===== src/rtl/sby_pwr_pkg.sv =====
package sby_pwr_pkg;

  typedef enum logic [2:0] {
    ST_RSTSBY  = 3'd0,
    ST_WORK    = 3'd1,
    ST_SBY_NRM = 3'd2,
    ST_SBY_FLT = 3'd3,
    ST_SBY_RSR = 3'd4,
    ST_RETURN  = 3'd5
  } pwr_state_e;

  typedef enum logic [1:0] {
    RK_NRM = 2'd0,
    RK_FLT = 2'd1,
    RK_RSR = 2'd2
  } ret_kind_e;

  localparam int LOCK_GROUPS = 3;
  localparam int LK_NRM = 0;
  localparam int LK_FLT_DLY = 1;
  localparam int LK_FLT_EN = 2;

endpackage


===== src/rtl/sby_sync.sv =====
module sby_sync #(
  parameter int W      = 1,
  parameter int STAGES = 2
) (
  input  logic         clk,
  input  logic         rst,
  input  logic [W-1:0] d,
  output logic [W-1:0] q
);

  logic [W-1:0] stg [STAGES];

  always_ff @(posedge clk) begin
    if (rst) begin
      for (int i = 0; i < STAGES; i++) stg[i] <= '0;
    end else begin
      stg[0] <= d;
      for (int i = 1; i < STAGES; i++) stg[i] <= stg[i-1];
    end
  end

  assign q = stg[STAGES-1];

endmodule


===== src/rtl/sby_cfg_regs.sv =====
module sby_cfg_regs
  import sby_pwr_pkg::*;
#(
  parameter int DLY_W        = 8,
  parameter int NORM_DLY_DEF = 3,
  parameter int FLT_DLY_DEF  = 5
) (
  input  logic                   clk,
  input  logic                   rst,
  input  logic                   clr,
  input  logic                   we,
  input  logic [LOCK_GROUPS-1:0] lock_set,
  input  logic [DLY_W-1:0]       w_norm_dly,
  input  logic [DLY_W-1:0]       w_flt_dly,
  input  logic                   w_main_off,
  input  logic                   w_aux_off,
  input  logic                   w_fault_en,
  output logic [DLY_W-1:0]       norm_dly,
  output logic [DLY_W-1:0]       flt_dly,
  output logic                   main_off_en,
  output logic                   aux_off_en,
  output logic                   fault_en
);

  localparam logic [DLY_W-1:0] NORM_RST = DLY_W'(NORM_DLY_DEF);
  localparam logic [DLY_W-1:0] FLT_RST  = DLY_W'(FLT_DLY_DEF);

  logic [LOCK_GROUPS-1:0] lock_q;

  always_ff @(posedge clk) begin
    if (rst) begin
      lock_q      <= '0;
      norm_dly    <= NORM_RST;
      flt_dly     <= FLT_RST;
      main_off_en <= 1'b0;
      aux_off_en  <= 1'b0;
      fault_en    <= 1'b0;
    end else if (clr) begin
      if (!lock_q[LK_NRM]) begin
        norm_dly    <= NORM_RST;
        main_off_en <= 1'b0;
        aux_off_en  <= 1'b0;
      end
      if (!lock_q[LK_FLT_DLY]) flt_dly  <= FLT_RST;
      if (!lock_q[LK_FLT_EN])  fault_en <= 1'b0;
    end else if (we) begin
      if (!lock_q[LK_NRM]) begin
        norm_dly    <= w_norm_dly;
        main_off_en <= w_main_off;
        aux_off_en  <= w_aux_off;
      end
      if (!lock_q[LK_FLT_DLY]) flt_dly  <= w_flt_dly;
      if (!lock_q[LK_FLT_EN])  fault_en <= w_fault_en;
      lock_q <= lock_q | lock_set;
    end
  end

endmodule


===== src/rtl/sby_pwr_fsm.sv =====
module sby_pwr_fsm
  import sby_pwr_pkg::*;
#(
  parameter int DLY_W = 8,
  parameter int N_FLT = 4,
  parameter int N_RSR = 5
) (
  input  logic             clk,
  input  logic             rst,
  input  logic             slp_en,
  input  logic [N_FLT-1:0] flt,
  input  logic [N_RSR-1:0] rsr,
  input  logic             btn,
  input  logic             wk,
  input  logic             hold,
  input  logic [DLY_W-1:0] norm_dly,
  input  logic [DLY_W-1:0] flt_dly,
  input  logic             main_off_en,
  input  logic             aux_off_en,
  input  logic             fault_en,
  output pwr_state_e       state,
  output logic             main_en,
  output logic             aux_en,
  output logic             cfg_clr,
  output logic [DLY_W-1:0] cnt
);

  pwr_state_e       st_n;
  ret_kind_e        kind_q, kind_n;
  logic [DLY_W-1:0] cnt_n;
  logic             main_n, aux_n;
  logic             btn_d, wk_d;
  logic             btn_e, wk_e, rsr_hit, flt_hit, take_rsr, take_flt;

  assign btn_e   = btn & ~btn_d;
  assign wk_e    = wk & ~wk_d;
  assign rsr_hit = |rsr;
  assign flt_hit = fault_en & (|flt);

  always_comb begin
    take_rsr = 1'b0;
    take_flt = 1'b0;
    case (state)
      ST_WORK, ST_SBY_NRM: begin
        take_rsr = rsr_hit;
        take_flt = flt_hit;
      end
      ST_RETURN: begin
        if (kind_q == RK_NRM) begin
          take_rsr = rsr_hit;
          take_flt = flt_hit;
        end else if (kind_q == RK_RSR) begin
          take_rsr = rsr_hit;
        end
      end
      default: ;
    endcase
  end

  always_comb begin
    st_n    = state;
    kind_n  = kind_q;
    cnt_n   = cnt;
    main_n  = main_en;
    aux_n   = aux_en;
    cfg_clr = 1'b0;
    if (take_rsr) begin
      st_n    = ST_SBY_RSR;
      main_n  = 1'b1;
      aux_n   = 1'b1;
      cfg_clr = 1'b1;
    end else if (take_flt) begin
      st_n    = ST_SBY_FLT;
      main_n  = 1'b0;
      aux_n   = 1'b0;
      cfg_clr = 1'b1;
    end else begin
      case (state)
        ST_RSTSBY: if (btn_e) begin
          st_n   = ST_RETURN;
          cnt_n  = flt_dly;
          kind_n = RK_FLT;
        end
        ST_WORK: if (slp_en && (main_off_en || aux_off_en)) begin
          st_n   = ST_SBY_NRM;
          main_n = ~main_off_en;
          aux_n  = ~aux_off_en;
        end
        ST_SBY_NRM: if (btn_e || wk_e) begin
          st_n   = ST_RETURN;
          cnt_n  = norm_dly;
          kind_n = RK_NRM;
        end
        ST_SBY_FLT: if (btn_e) begin
          st_n   = ST_RETURN;
          cnt_n  = flt_dly;
          kind_n = RK_FLT;
        end
        ST_SBY_RSR: if (!rsr_hit) begin
          st_n   = ST_RETURN;
          cnt_n  = flt_dly;
          kind_n = RK_RSR;
        end
        ST_RETURN: begin
          if (cnt != '0) begin
            cnt_n = cnt - DLY_W'(1);
          end else if (!hold) begin
            st_n   = ST_WORK;
            main_n = 1'b1;
            aux_n  = 1'b1;
          end
        end
        default: st_n = ST_RSTSBY;
      endcase
    end
  end

  always_ff @(posedge clk) begin
    if (rst) begin
      state   <= ST_RSTSBY;
      kind_q  <= RK_NRM;
      cnt     <= '0;
      main_en <= 1'b0;
      aux_en  <= 1'b0;
      btn_d   <= 1'b0;
      wk_d    <= 1'b0;
    end else begin
      state   <= st_n;
      kind_q  <= kind_n;
      cnt     <= cnt_n;
      main_en <= main_n;
      aux_en  <= aux_n;
      btn_d   <= btn;
      wk_d    <= wk;
    end
  end

endmodule


===== src/rtl/sby_pwr_seq.sv =====
module sby_pwr_seq
  import sby_pwr_pkg::*;
#(
  parameter int DLY_W        = 8,
  parameter int NORM_DLY_DEF = 3,
  parameter int FLT_DLY_DEF  = 5,
  parameter int N_FLT        = 4,
  parameter int N_RSR        = 5,
  parameter int SYNC_STAGES  = 2
) (
  input  logic             clk,
  input  logic             rst,
  input  logic             slp_clk_en,
  input  logic [N_FLT-1:0] fault_req,
  input  logic [N_RSR-1:0] rst_req,
  input  logic             pwr_btn,
  input  logic             wake_evt,
  input  logic             supply_bad,
  input  logic             work_rst,
  input  logic             cfg_we,
  input  logic [2:0]       cfg_lock_set,
  input  logic [DLY_W-1:0] cfg_norm_dly,
  input  logic [DLY_W-1:0] cfg_flt_dly,
  input  logic             cfg_main_off_en,
  input  logic             cfg_aux_off_en,
  input  logic             cfg_fault_en,
  output logic             main_en,
  output logic             aux_en,
  output logic [2:0]       state_o
);

  localparam int SV_W     = N_FLT + N_RSR + 5;
  localparam int B_WRST   = 0;
  localparam int B_SBAD   = 1;
  localparam int B_WK     = 2;
  localparam int B_BTN    = 3;
  localparam int B_RSR    = 4;
  localparam int B_FLT    = B_RSR + N_RSR;
  localparam int B_SLP    = SV_W - 1;

  logic [SV_W-1:0]  raw_v, syn_v;
  logic             hold_s, rsr_any, cfg_clr;
  logic [DLY_W-1:0] norm_dly, flt_dly, ret_cnt;
  logic             main_off_en, aux_off_en, fault_en;
  pwr_state_e       state;

  assign raw_v = {slp_clk_en, fault_req, rst_req, pwr_btn, wake_evt, supply_bad, work_rst};

  sby_sync #(.W(SV_W), .STAGES(SYNC_STAGES)) u_sync (
    .clk (clk),
    .rst (rst),
    .d   (raw_v),
    .q   (syn_v)
  );

  assign hold_s  = syn_v[B_SBAD] | syn_v[B_WRST];
  assign rsr_any = |syn_v[B_RSR +: N_RSR];

  sby_cfg_regs #(
    .DLY_W        (DLY_W),
    .NORM_DLY_DEF (NORM_DLY_DEF),
    .FLT_DLY_DEF  (FLT_DLY_DEF)
  ) u_cfg (
    .clk         (clk),
    .rst         (rst),
    .clr         (cfg_clr),
    .we          (cfg_we),
    .lock_set    (cfg_lock_set),
    .w_norm_dly  (cfg_norm_dly),
    .w_flt_dly   (cfg_flt_dly),
    .w_main_off  (cfg_main_off_en),
    .w_aux_off   (cfg_aux_off_en),
    .w_fault_en  (cfg_fault_en),
    .norm_dly    (norm_dly),
    .flt_dly     (flt_dly),
    .main_off_en (main_off_en),
    .aux_off_en  (aux_off_en),
    .fault_en    (fault_en)
  );

  sby_pwr_fsm #(.DLY_W(DLY_W), .N_FLT(N_FLT), .N_RSR(N_RSR)) u_fsm (
    .clk         (clk),
    .rst         (rst),
    .slp_en      (syn_v[B_SLP]),
    .flt         (syn_v[B_FLT +: N_FLT]),
    .rsr         (syn_v[B_RSR +: N_RSR]),
    .btn         (syn_v[B_BTN]),
    .wk          (syn_v[B_WK]),
    .hold        (hold_s),
    .norm_dly    (norm_dly),
    .flt_dly     (flt_dly),
    .main_off_en (main_off_en),
    .aux_off_en  (aux_off_en),
    .fault_en    (fault_en),
    .state       (state),
    .main_en     (main_en),
    .aux_en      (aux_en),
    .cfg_clr     (cfg_clr),
    .cnt         (ret_cnt)
  );

  assign state_o = state;

endmodule


===== config.mk =====
export PLATFORM = sky130hd
export DESIGN_NAME = sby_pwr_seq
export DESIGN_NICKNAME = d
export VERILOG_FILES = /design/src/rtl/sby_pwr_pkg.sv /design/src/rtl/sby_sync.sv /design/src/rtl/sby_cfg_regs.sv /design/src/rtl/sby_pwr_fsm.sv /design/src/rtl/sby_pwr_seq.sv
export SDC_FILE = /design/constraint.sdc
export NUM_CORES = 1
export LEC_CHECK = 0
export BUFFER_PORTS_ARGS = -buffer_cell sky130_fd_sc_hd__buf_2
export CORE_MARGIN = 2
export CORE_UTILIZATION = 45
export CTS_CLUSTER_SIZE = 10
export DETAILED_ROUTE_END_ITERATION = 6
export PLACE_DENSITY = 0.65
export SLEW_MARGIN = 20
export SYNTH_ARGS = -nofsm -noshare
export SYNTH_HDL_FRONTEND = slang
export SYNTH_SLANG_ARGS = --single-unit
export TNS_END_PERCENT = 5

===== constraint.sdc =====
create_clock -name clk -period 2.5 [get_ports clk]
set_clock_uncertainty 0.05 [all_clocks]
set_input_delay 0.5 -clock clk [delete_from_list [all_inputs] [get_ports clk]]
set_output_delay 0.5 -clock clk [all_outputs]
set_load 0.005 [all_outputs]

==> results.md, run 1 <==
* Placed Area at 3237 µm²
* Number of enable flip-flop cells after synthesis at 0
* I/O pins at 44
* Crit path cell chain: or4_1, or2_0, a221oi_1, o21a_1, a22o_1
* Remaining global-route overflow at 0
* Largest family of logic cells by synthesized area: compound AO/OA/AOI/OAI gates
* Num rows at 29
* CTS Root Cell: clkbuf_8
* Hold slack at 306.7 ps
* Synth top area cells: dfxtp_1 46%, nor2b_1 7.1%, a22o_1 4.5%
* Fmax achieved at 430.3 MHz
* Max-capacitance violation count at 0
* CTS Buffer Depth at 2
* Layout cell share with drive strength beyond 1 at 23.06%
* CP Launch Type: flop
* Worst vdd ir at 0.4587 mV
* Leakage at 1.436 nW
* Ys async rst share at 0%
* Share of Yosys cell area claimed by the top area cell type at 45.89%
* Antenna-violating nets left at 0
* Xor and xnor area share after synthesis at 0.8990%
* Complex-gate fraction of the synthesized area at 23.97%
* Hold Buf Count CTS at 0
* Vert. Die Dim at 84.59 µm
* Max-slew violations at 0
* Hold Crit Depth at 2
* Finish-stage setup viols at 0
* Slew @ Worst Pin at 603.8 ps
* TNS Setup at 0 ps
* Synth-to-layout area growth at 18.71%
* DRC viols at 0
* CP required at 2750 ps
* Die Footprint at 7155 µm²
* CTS tree: built
* Hold Violations, Final at 0
* Die X at 84.59 µm
* Worst-path clk slew at 80 ps
* DR iter-0 viols at 184
* Cell Area, Synth at 2923 µm²
* Cts bufs inserted at 9
* Final nets at 396
* Worst R2R Path Depth at 5
* CP Max Fanout at 10
* Core box area at 6314 µm²
* Status: complete, no violations
* Syn_nets at 349
* CTS HTree Levels at 3
* Most frequent cells in the layout: 67 x dfxtp_1, 43 x buf_2, 33 x nor2b_1
* Fin util at 54.95%
* Post-Synth Adder-Cell Area at 0.8562%
* WS Path Type: flop to flop
* Initial core utilization at 46.29%
* Mean Syn Cell Area at 9.490 µm²
* Post-synthesis mux area share at 3.039%
* Gpl congestion at 0.8327
* Critical Path Sink Type: flop
* Largest net degree at the start of global routing at 29
* Commonest non-fill, non-tap cell in the layout: dfxtp_1
* RSZ-0062 raised after global routing: false
* Main synth FF type: dfxtp_1
* Post-synthesis cell type count at 56
* Sequential fraction of the synthesis area at 45.89%
* WL/cell at 14.90 µm
* Via count of the first global-routing pass at 2268
* PD cells at 1009 nW/µm²
* Post CTS Setup Buffer Count at 0
* DP Wirelength at 4756 µm
* Total wire length at 6512 µm
* Crit path max-delay cell type: or4_1
* Post-synthesis simple-gate area fraction at 20.03%
* # diodes at 0
* Finished Cell Area at 3470 µm²
* Pre-antenna DRT Iters at 4
* CTS-repair resized insts at 0
* Area occupied by multi-input gates at 1426 µm²
* I/O Buffers at 43
* Fin crit share at 92.96%
* Fillers at 578
* Yosys reg bits at 67
* Antenna violations before repair at 0
* Gr usage total at 19.29%
* Post-Syn Instances at 308
* Detailed-route via count at 2471
* Clock latency on the worst-skew pair at 350 ps
* Crit path time final at 2324 ps
* Number of warning messages in the yosys log at 0
* Arr. time, crit path at 2570 ps
* Slew margin rel. at 59.75%
* Via density at 5.654
* Slowest cell delay on critical path at 530 ps
* Storage cell area at 1341 µm²
* Leading area contributor after synthesis: dfxtp_1
* Hold Crit Class: primary input to flop
* First-pass GRT wire length at 10920 µm
* Sinks on Clock Net at 67
-- through the flow --
stage,cells,power (mW),setup WS (ps)
after floorplan,308,2.134,333.1
after global placement,421,2.453,259.8
after detailed placement,421,2.464,187.7
after CTS,437,3.511,193.5
after global routing,437,3.695,56.15
final,437,3.500,176.0
-- area by class of cell --
type,instances,share of cell area [%]
well taps,77,2.777
clock buffers,10,3.967
inverters,18,1.947
repair buffers,55,8.799
clock inverters,6,2.741
multi-input cells,204,41.11
flip-flops and latches,67,38.66
-- metal layers --
metal  share of wire [%]  vias to the layer above  track usage, %
met5                   0                        -               0
met2                  47                       79           28.63
met1                  45                     1149           25.91
met4                 2.9                        0           10.39
li1                    -                     1225               -
met3                 5.2                       18           4.621
-- registers in the layout (all words and copies together), names as in the netlist, 2 cells and up --
register        flops
u_sync.stg         28
u_fsm.state         3
u_cfg.flt_dly       8
u_fsm.cnt           8
u_cfg.norm_dly      8
u_fsm.kind_q        2
u_cfg.lock_q        3
-- power by group --
group	switching (mW)	internal (mW)	total, mW	leakage [nW]
Clock	0.443	0.601	1.04	0.118
Combinational	0.626	0.505	1.13	0.766
Sequential	0.132	1.19	1.33	0.552
-- path summary, 6_finish.rpt --
kind         slack, ps                    startpoint                       endpoint
max                180  u_sync.stg[0][18]$_SDFF_PP0_  u_cfg.aux_off_en$_SDFFE_PP0P_
min                310                  fault_req[1]   u_sync.stg[0][10]$_SDFF_PP0_
max reg2reg        180  u_sync.stg[0][18]$_SDFF_PP0_  u_cfg.aux_off_en$_SDFFE_PP0P_
min reg2reg        390   u_sync.stg[0][4]$_SDFF_PP0_   u_sync.stg[0][18]$_SDFF_PP0_
-- cell usage after synthesis (all sizes together), types with 4 or more instances --
cell type,instances
inv,18
o32ai,4
a22o,16
a31oi,8
nand2b,6
dfxtp,67
mux2,4
nand4,5
a22oi,5
clkbuf,12
nor4,5
nor2,10
a21oi,17
mux2i,4
nand3,5
buf,7
o211ai,7
o21ai,12
nor2b,33
nand2,14
-- cells by family after synthesis --
kind of cell / after synthesis
xor gates and xnor gates: 3
AOI/OAI and AO/OA: 95
and+or+nand+nor: 96
muxes: 8
adders and majority gates: 2
buffers and inverters: 37
DFF: 67
-- critical path, delay by kind of cell (launching register included) --
kind	cells	cell delay (ps)
AO/OA/AOI/OAI	3	1060
AND/OR/NAND/NOR	2	870
flip-flops	1	300
No activity file was read; power rests on OpenSTA's default activity.
==> run 2: changes to the inputs <==
--- a/config.mk
+++ b/config.mk
@@ -11,6 +11,7 @@
 export CTS_CLUSTER_SIZE = 10
 export DETAILED_ROUTE_END_ITERATION = 6
 export PLACE_DENSITY = 0.65
+export RECOVER_POWER = 100
 export SLEW_MARGIN = 20
 export SYNTH_ARGS = -nofsm -noshare
 export SYNTH_HDL_FRONTEND = slang
==> results.md, run 2 (same netlist as run 1, synthesis figures left out) <==
* Status: complete, no violations
* Core box area at 6314 µm²
* Slew @ Worst Pin at 1099 ps
* Placed Area at 3237 µm²
* Via count of the first global-routing pass at 2268
* Critical Path Sink Type: flop
* Commonest non-fill, non-tap cell in the layout: dfxtp_1
* Hold slack at 306.1 ps
* Finish-stage setup viols at 0
* Sinks on Clock Net at 67
* Gr usage total at 19.29%
* Die Footprint at 7155 µm²
* Total power at 3.468 mW
* Worst-path clk slew at 80 ps
* # diodes at 0
* Busiest metal layer after global routing: met2
* DR iter-0 viols at 178
* Hold Buf Count CTS at 0
* Antenna-violating nets left at 0
* PD cells at 1009 nW/µm²
* CTS Buffer Depth at 2
* Fin util at 54.46%
* Met2 usage at 28.63%
* Capture point of the critical path: u_cfg.aux_off_en$_SDFFE_PP0P_
* Via density at 5.627
* DP Wirelength at 4756 µm
* Antenna violations before repair at 0
* Worst reg2reg path startpoint: u_sync.stg[0][18]$_SDFF_PP0_
* Met3 Use GR at 4.621%
* Place WS at 187.7 ps
* Placed Cells at 421
* Vert. Die Dim at 84.59 µm
* Remaining global-route overflow at 0
* Slew margin rel. at 26.74%
* Arr. time, crit path at 2550 ps
* CTS Root Cell: clkbuf_8
* DRC viols at 0
* Gpl congestion at 0.8327
* Cts bufs inserted at 9
* Max-capacitance violation count at 0
* Largest Register: u_sync.stg
* Clock latency on the worst-skew pair at 350 ps
* Largest net degree at the start of global routing at 29
* WL/cell at 15.00 µm
* Hold Crit Class: primary input to flop
* Max reg flops at 28
* I/O Buffers at 43
* Pre-antenna DRT Iters at 4
* Max-slew violations at 0
* Post CTS Setup Buffer Count at 0
* Initial core utilization at 46.29%
* Num rows at 29
* Total wire length at 6555 µm
* Final nets at 396
* Final WS setup at 193.6 ps
* CTS-repair resized insts at 0
* Fin crit share at 92.26%
* Synth-to-layout area growth at 17.64%
* WS Path Type: flop to flop
* TNS Setup at 0 ps
* Layout cell share with drive strength beyond 1 at 20.83%
* Worst vdd ir at 0.4515 mV
* Worst Setup SP: u_sync.stg[0][18]$_SDFF_PP0_
* CP Launch Type: flop
* I/O pins at 44
* Hold Violations, Final at 0
* CP Max Fanout at 10
* Worst R2R Path Depth at 5
* Detailed-route via count at 2459
* RSZ-0062 raised after global routing: false
* HP Start: fault_req[1]
* Die X at 84.59 µm
* CP required at 2750 ps
* R2R Setup Slk at 190 ps
* Most frequent cells in the layout: 67 x dfxtp_1, 39 x buf_2, 33 x nor2b_1
* Leakage at 1.405 nW
* Post-route insts no fill at 437
* First-pass GRT wire length at 10920 µm
* Crit path time final at 2306 ps
* Fmax achieved at 433.6 MHz
* Fillers at 592
* CTS HTree Levels at 3
* Met1 Usage GRT at 25.91%
* Finished Cell Area at 3438 µm²
* Capturing point of the worst reg2reg path: u_cfg.aux_off_en$_SDFFE_PP0P_
* CTS tree: built
-- run 2: cell count changes in the layout (fill, tap and decap cells not counted) --
cell      delta
buf_2        -4
buf_4        -6
clkbuf_1     +8
clkbuf_2     +2
nor3_2       +1
nor3_4       -1
-- run 2: final cells by class --
cell class	count	area, µm²	area share [%]
Tap cell	77	96.34	2.802
Timing Repair Buffer	55	280.3	8.151
Multi-Input combinational cell	204	1420	41.30
Inverter	18	67.56	1.965
Clock buffer	10	137.6	4.003
Sequential cell	67	1341	39.01
Clock inverter	6	95.09	2.766
-- run 2: worst min path at each step --
stage	to	slack (ps)	cells after the start
2_1_floorplan	u_sync.stg[0][14]$_SDFF_PP0_	360	1
3_3_place_gp	u_sync.stg[0][19]$_SDFF_PP0_	370	1
3_5_place_dp	u_sync.stg[0][24]$_SDFF_PP0_	370	1
4_1_cts	u_sync.stg[0][10]$_SDFF_PP0_	290	2
5_1_grt	u_sync.stg[0][5]$_SDFF_PP0_	300	2
6_report	u_sync.stg[0][10]$_SDFF_PP0_	310	2
-- run 2: critical path, cell delays in order (launching register included) --
cell and delay [ps]:
dfxtp_1 300, or4_1 530, or2_0 340, a221oi_1 460, o21a_1 390, a22o_1 190
-- run 2: where the power goes --
| part | leakage, nW | internal, mW | total (mW) | switching (mW) |
|---|---|---|---|---|
| logic | 0.735 | 0.479 | 1.10 | 0.620 |
| registers | 0.552 | 1.19 | 1.33 | 0.132 |
| clock network | 0.118 | 0.601 | 1.04 | 0.443 |
-- run 2: routing by layer --
layer,wire length (µm),vias to the layer above
met4,155,0
met2,3056,75
met5,0,-
met1,2960,1140
met3,383,18
li1,-,1226
